## src/rtl/irq_sel_pkg.sv

```systemverilog
package irq_sel_pkg;
  typedef enum logic [1:0] {
    GRP_G0   = 2'd0,
    GRP_G1S  = 2'd1,
    GRP_G1NS = 2'd2,
    GRP_RSVD = 2'd3
  } grp_e;

  typedef enum logic {
    LINE_IRQ = 1'b0,
    LINE_FIQ = 1'b1
  } line_e;
endpackage

```

## src/rtl/grp_line_map.sv

```systemverilog
module grp_line_map
  import irq_sel_pkg::*;
#(
  parameter int EL_W = 2
) (
  input  logic [1:0]      grp_i,
  input  logic            cpu_ns_i,
  input  logic [EL_W-1:0] cpu_el_i,
  output line_e           line_o,
  output logic            legal_o
);
  localparam logic [EL_W-1:0] EL_TOP = {EL_W{1'b1}};

  logic at_top;
  assign at_top = (cpu_el_i == EL_TOP);

  // Level 0 is handled like level 1: only security state and top level matter.
  always_comb begin
    legal_o = 1'b1;
    line_o  = LINE_FIQ;
    unique case (grp_e'(grp_i))
      GRP_G0:   line_o = LINE_FIQ;
      GRP_G1S:  line_o = (!cpu_ns_i && !at_top) ? LINE_IRQ : LINE_FIQ;
      GRP_G1NS: line_o = (cpu_ns_i && !at_top) ? LINE_IRQ : LINE_FIQ;
      default: begin
        legal_o = 1'b0;
        line_o  = LINE_FIQ;
      end
    endcase
  end
endmodule

```

## src/rtl/prio_gate.sv

```systemverilog
module prio_gate
  import irq_sel_pkg::*;
#(
  parameter int PRIO_W = 8
) (
  input  logic              valid_i,
  input  logic              legal_i,
  input  logic [PRIO_W-1:0] prio_i,
  input  logic [PRIO_W-1:0] pmr_i,
  input  line_e             line_i,
  input  logic              mask_i_i,
  input  logic              mask_f_i,
  output logic              deliver_o
);
  logic above_mask;
  logic line_open;

  assign above_mask = (prio_i < pmr_i);
  assign line_open  = (line_i == LINE_FIQ) ? !mask_f_i : !mask_i_i;
  assign deliver_o  = valid_i && legal_i && above_mask && line_open;
endmodule

```

## src/rtl/ack_unit.sv

```systemverilog
module ack_unit #(
  parameter int          ID_W    = 10,
  parameter logic [ID_W-1:0] SPUR_ID = 10'd1023
) (
  input  logic            clk,
  input  logic            rst_n,
  input  logic            ack_req_i,
  input  logic            deliver_i,
  input  logic [ID_W-1:0] pend_id_i,
  output logic            take_o,
  output logic            ack_valid_o,
  output logic [ID_W-1:0] ack_id_o
);
  assign take_o = ack_req_i && deliver_i;

  always_ff @(posedge clk) begin
    if (!rst_n) begin
      ack_valid_o <= 1'b0;
      ack_id_o    <= SPUR_ID;
    end else begin
      ack_valid_o <= ack_req_i;
      if (ack_req_i) ack_id_o <= deliver_i ? pend_id_i : SPUR_ID;
    end
  end

  assert_ack_pulse_R8: assert property (@(posedge clk) disable iff (!rst_n)
    ack_req_i |=> ack_valid_o);
  assert_spurious_id_R9: assert property (@(posedge clk) disable iff (!rst_n)
    (ack_req_i && !deliver_i) |=> (ack_id_o == SPUR_ID));
  assert_no_stray_ack_R8: assert property (@(posedge clk) disable iff (!rst_n)
    !ack_req_i |=> !ack_valid_o);
endmodule

```

## src/rtl/irq_fiq_sel.sv

```systemverilog
module irq_fiq_sel
  import irq_sel_pkg::*;
#(
  parameter int ID_W   = 10,
  parameter int PRIO_W = 8,
  parameter int EL_W   = 2
) (
  input  logic              clk,
  input  logic              rst_n,
  input  logic              pend_valid_i,
  output logic              pend_ready_o,
  input  logic [ID_W-1:0]   pend_id_i,
  input  logic [1:0]        pend_grp_i,
  input  logic [PRIO_W-1:0] pend_prio_i,
  input  logic [PRIO_W-1:0] pmr_i,
  input  logic [EL_W-1:0]   cpu_el_i,
  input  logic              cpu_ns_i,
  input  logic              mask_i_i,
  input  logic              mask_f_i,
  output logic              irq_o,
  output logic              fiq_o,
  input  logic              ack_req_i,
  output logic              ack_valid_o,
  output logic [ID_W-1:0]   ack_id_o
);
  localparam logic [ID_W-1:0] SPUR_ID = ID_W'(1023);

  line_e line;
  logic  legal;
  logic  deliver;
  logic  take;

  grp_line_map #(.EL_W(EL_W)) u_map (
    .grp_i    (pend_grp_i),
    .cpu_ns_i (cpu_ns_i),
    .cpu_el_i (cpu_el_i),
    .line_o   (line),
    .legal_o  (legal)
  );

  prio_gate #(.PRIO_W(PRIO_W)) u_gate (
    .valid_i   (pend_valid_i),
    .legal_i   (legal),
    .prio_i    (pend_prio_i),
    .pmr_i     (pmr_i),
    .line_i    (line),
    .mask_i_i  (mask_i_i),
    .mask_f_i  (mask_f_i),
    .deliver_o (deliver)
  );

  ack_unit #(.ID_W(ID_W), .SPUR_ID(SPUR_ID)) u_ack (
    .clk         (clk),
    .rst_n       (rst_n),
    .ack_req_i   (ack_req_i),
    .deliver_i   (deliver),
    .pend_id_i   (pend_id_i),
    .take_o      (take),
    .ack_valid_o (ack_valid_o),
    .ack_id_o    (ack_id_o)
  );

  assign pend_ready_o = take;

  always_ff @(posedge clk) begin
    if (!rst_n) begin
      irq_o <= 1'b0;
      fiq_o <= 1'b0;
    end else begin
      irq_o <= deliver && !take && (line == LINE_IRQ);
      fiq_o <= deliver && !take && (line == LINE_FIQ);
    end
  end

  assert_single_line_R7: assert property (@(posedge clk) disable iff (!rst_n)
    !(irq_o && fiq_o));
  assert_group0_fast_R1: assert property (@(posedge clk) disable iff (!rst_n)
    irq_o |-> ($past(pend_grp_i) != 2'd0));
  assert_prio_below_mask_R5: assert property (@(posedge clk) disable iff (!rst_n)
    (irq_o || fiq_o) |-> ($past(pend_prio_i) < $past(pmr_i)));
  assert_irq_mask_R6: assert property (@(posedge clk) disable iff (!rst_n)
    irq_o |-> !$past(mask_i_i));
  assert_fiq_mask_R6: assert property (@(posedge clk) disable iff (!rst_n)
    fiq_o |-> !$past(mask_f_i));
  assert_drop_after_ack_R10: assert property (@(posedge clk) disable iff (!rst_n)
    pend_ready_o |=> (!irq_o && !fiq_o));
  assert_reserved_silent_R11: assert property (@(posedge clk) disable iff (!rst_n)
    (irq_o || fiq_o) |-> ($past(pend_grp_i) != 2'd3));
  assert_accept_needs_offer_R11: assert property (@(posedge clk) disable iff (!rst_n)
    pend_ready_o |-> (pend_valid_i && ack_req_i && pend_grp_i != 2'd3));
endmodule

```

## config.mk

```make
export PLATFORM = sky130hd
export DESIGN_NAME = irq_fiq_sel
export DESIGN_NICKNAME = d
export VERILOG_FILES = /design/src/rtl/irq_sel_pkg.sv /design/src/rtl/grp_line_map.sv /design/src/rtl/prio_gate.sv /design/src/rtl/ack_unit.sv /design/src/rtl/irq_fiq_sel.sv
export SDC_FILE = /design/constraint.sdc
export NUM_CORES = 1
export LEC_CHECK = 0
export BUFFER_PORTS_ARGS = -buffer_cell sky130_fd_sc_hd__buf_2
export CAP_MARGIN = 20
export CORE_MARGIN = 8
export CORE_UTILIZATION = 31
export DETAILED_ROUTE_END_ITERATION = 10
export PLACE_DENSITY = 0.71
export SETUP_SLACK_MARGIN = 0.5
export SYNTH_ARGS = -nofsm -noshare
export SYNTH_HDL_FRONTEND = slang
export SYNTH_SLANG_ARGS = --single-unit
```

## constraint.sdc

```tcl
create_clock -name clk -period 3.7 [get_ports clk]
set_input_delay 0.555 -clock clk [delete_from_list [all_inputs] [get_ports clk]]
set_output_delay 0.555 -clock clk [all_outputs]
set_load 0.01 [all_outputs]
```

==> results by group <==
Logic synthesis
  • Netlist Area Pre-Place: 897 µm²
  • Share of the synthesized area in the top cell type: 0.290
  • Post-synth cell types: 26
  • Sequential share of the synthesized area: 0.290
  • Avg Inst Size Synth: 9.34 µm²
  • Area leader, netlist: dfxtp_1
  • Main area contributors after synthesis: dfxtp_1 29%, a32oi_2 18%, ha_1 14%
  • Mapped Nets: 143
  • Yosys warns: 0
  • #FFs+latches synth: 13
  • Synth Instances: 96

Timing
  • Setup TNS: 0 ns
  • Final Critical Period: 2.98 ns
  • Clock skew: 0 ns
  • # setup viols final: 0
  • Slew margin rel.: 0.349
  • Max Slew Vio Count: 0
  • Slew @ Worst Pin: 0.971 ns
  • Achievable frequency: 336 MHz
  • RSZ-0062 raised after global routing: false
  • Final Hold Vio Count: 0
  • Period utilization: 0.805
  • Final worst slack: 0.723 ns
  • Worst hold margin: 0.480 ns

Setup path
  • R2R setup slack: 3.05 ns
  • Slowest cell on the critical path: nor3_2
  • Crit-path max FO: 11
  • CP arrival: 2.42 ns
  • Startpoint types: input pin
  • Required time of the critical path: 3.14 ns
  • Worst Path Buf+Inv: 3
  • Critical path's most frequent cell: buf_2
  • CP endpoint kind: output port
  • Crit path max-delay family: simple AND/OR/NAND/NOR gates
  • Max incr delay on CP: 0.79 ns
  • Crit path cell chain: buf_2 -> inv_1 -> ha_1 -> mux2i_1 -> and4b_1 -> nor3_2 -> and2_2 -> buf_2
  • CP Class: in2out

Run
  • Max Cap Viol: 0

Routing
  • Via count: 869
  • Total iterations of the first detailed-routing run: 4
  • Final ANT Viol Nets: 0
  • Final wirelength: 2360 µm
  • DRC errors left: 0
  • Starting DRT DRC Count: 45
  • Wire per inst: 13.3 µm
  • DR vias/cell: 4.91

Final layout
  • Nets@finish: 194
  • Commonest non-fill, non-tap cells in the layout: 50 x buf_2, 15 x nor2_1, 13 x dfxtp_1, 11 x nor2b_1
  • N_diodes: 0
  • Most common cell after layout, fill and taps aside: buf_2
  • Fill count: 286
  • Share of cells above drive strength 1: 0.466
  • P&R area growth vs syn: 33.2%

CTS
  • Hold buffers post-CTS: 0
  • CTS Buf Count: 3
  • Clk slew on worst S/H paths: 0.07 ns
  • # Post-CTS Setup Buffers: 0
  • Clk Latency, worst-skew pair: 0.27 ns
  • Htree depth: 1
  • Clock tree buffer depth: 2
  • CTS resizes: 0
  • TritonCTS Sinks: 13
  • Clock tree from TritonCTS: yes
  • Clock root cell: clkbuf_4

Floorplan
  • Die width: 69.8 µm
  • Die Y: 69.8 µm
  • Core ar.: 0.00276 mm²
  • Starting density of the core: 0.325
  • # rows: 19
  • Die area: 0.00487 mm²
  • Ports: 51

Pwr
  • Pwr Density: 262 mW/mm²
  • Max VDD drop: 0.171 mV
  • Pleak: 0.598 nW

GRT
  • Aggregate global-route resource usage: 0.0918
  • Antenna violations before repair: 0
  • Grt ovf: 0
  • Pin count of the biggest net entering global routing: 23
  • First-pass GRT wire length: 3850 µm
  • Vias in the first global route: 893

Placed design
  • Pre-CTS worst setup slack: 0.691 ns
  • Post-DP HPWL: 1980 µm
  • PortBufs: 50
  • GPL Wtd Cong: 0.696

Min path
  • Hold crit path type: in2reg

Status
  • Outcome: complete, no violations
[cell usage after synthesis, drive strengths merged]
| cell type | instances |
|---|---|
| or3b | 1 |
| and4b | 1 |
| clkbuf | 3 |
| nor2 | 15 |
| ha | 10 |
| inv | 9 |
| a211oi | 3 |
| nor3 | 1 |
| a32oi | 10 |
| and4bb | 1 |
| mux2i | 1 |
| or4b | 1 |
| nand3 | 1 |
| dfxtp | 13 |
| nand2 | 3 |
| o21ai | 3 |
| a21oi | 2 |
| nand4 | 1 |
| nand2b | 1 |
| and2 | 2 |
| nor4b | 1 |
| nor2b | 11 |
| buf | 2 |
[flip-flops by register name, summed over array words and instances (netlist names)]
register,flops
u_ack.ack_id_o,10
fiq_o,1
irq_o,1
u_ack.ack_valid_o,1
[per-stage QoR]
| stage | total power [mW] | utilization | instance area, µm² | instances |
|---|---|---|---|---|
| after floorplan | 0.199 | - | 897 | 96 |
| after global placement | 0.226 | 0.424 | 1170 | 173 |
| after detailed placement | 0.230 | 0.424 | 1170 | 173 |
| after CTS | 0.317 | 0.433 | 1190 | 177 |
| after global routing | 0.335 | 0.433 | 1190 | 177 |
| final | 0.313 | 0.433 | 1190 | 177 |
[report_power, final]
group | total (mW) | internal, mW | switching, mW
clock | 0.0871 | 0.0417 | 0.0454
combinational | 0.0819 | 0.0375 | 0.0445
sequential | 0.144 | 0.143 | 0.00130
total | 0.313 | 0.222 | 0.0911
[routing by layer]
metal | vias to the layer above | part of all wire | GRT usage
li1 | 441 | - | -
met1 | 410 | 0.40 | 0.0925
met2 | 16 | 0.54 | 0.175
met3 | 2 | 0.046 | 0.0229
met4 | 0 | 0.0089 | 0.0335
met5 | - | 0 | 0
[kinds of logic after synthesis]
| group | Yosys count | synth area share |
|---|---|---|
| flip-flops | 13 | 0.290 |
| AND/OR/NAND/NOR | 40 | 0.248 |
| adder cells (fa/ha/maj) | 10 | 0.139 |
| buffers and inverters | 14 | 0.0711 |
| multiplexers | 1 | 0.0112 |
| AO/OA/AOI/OAI | 18 | 0.240 |
[path summary, 6_finish.rpt]
check	to	start	depth (start not counted)
hold / removal	fiq_o$_SDFF_PN0_	mask_f_i	2
setup / recovery	pend_ready_o	pend_grp_i[1]	8
setup reg to reg	u_ack.ack_id_o[7]$_SDFFE_PN1P_	u_ack.ack_id_o[7]$_SDFFE_PN1P_	2
hold reg to reg	u_ack.ack_id_o[0]$_SDFFE_PN1P_	u_ack.ack_id_o[0]$_SDFFE_PN1P_	2
[final cells by class]
class                      count  area, µm²  area share
multi-input combinational     69        578       0.484
sequential                    13        260       0.218
timing repair buffer          51        258       0.216
tap                           31       38.8      0.0325
inverter                       9       33.8      0.0283
clock buffer                   4       26.3      0.0220
[worst register-to-register path, cell delays in order (launching register included)]
cell	delay, ns
dfxtp_1	0.32
nor2_1	0.12
a32oi_2	0.06
Note: power is estimated with default switching activity, not from simulation.
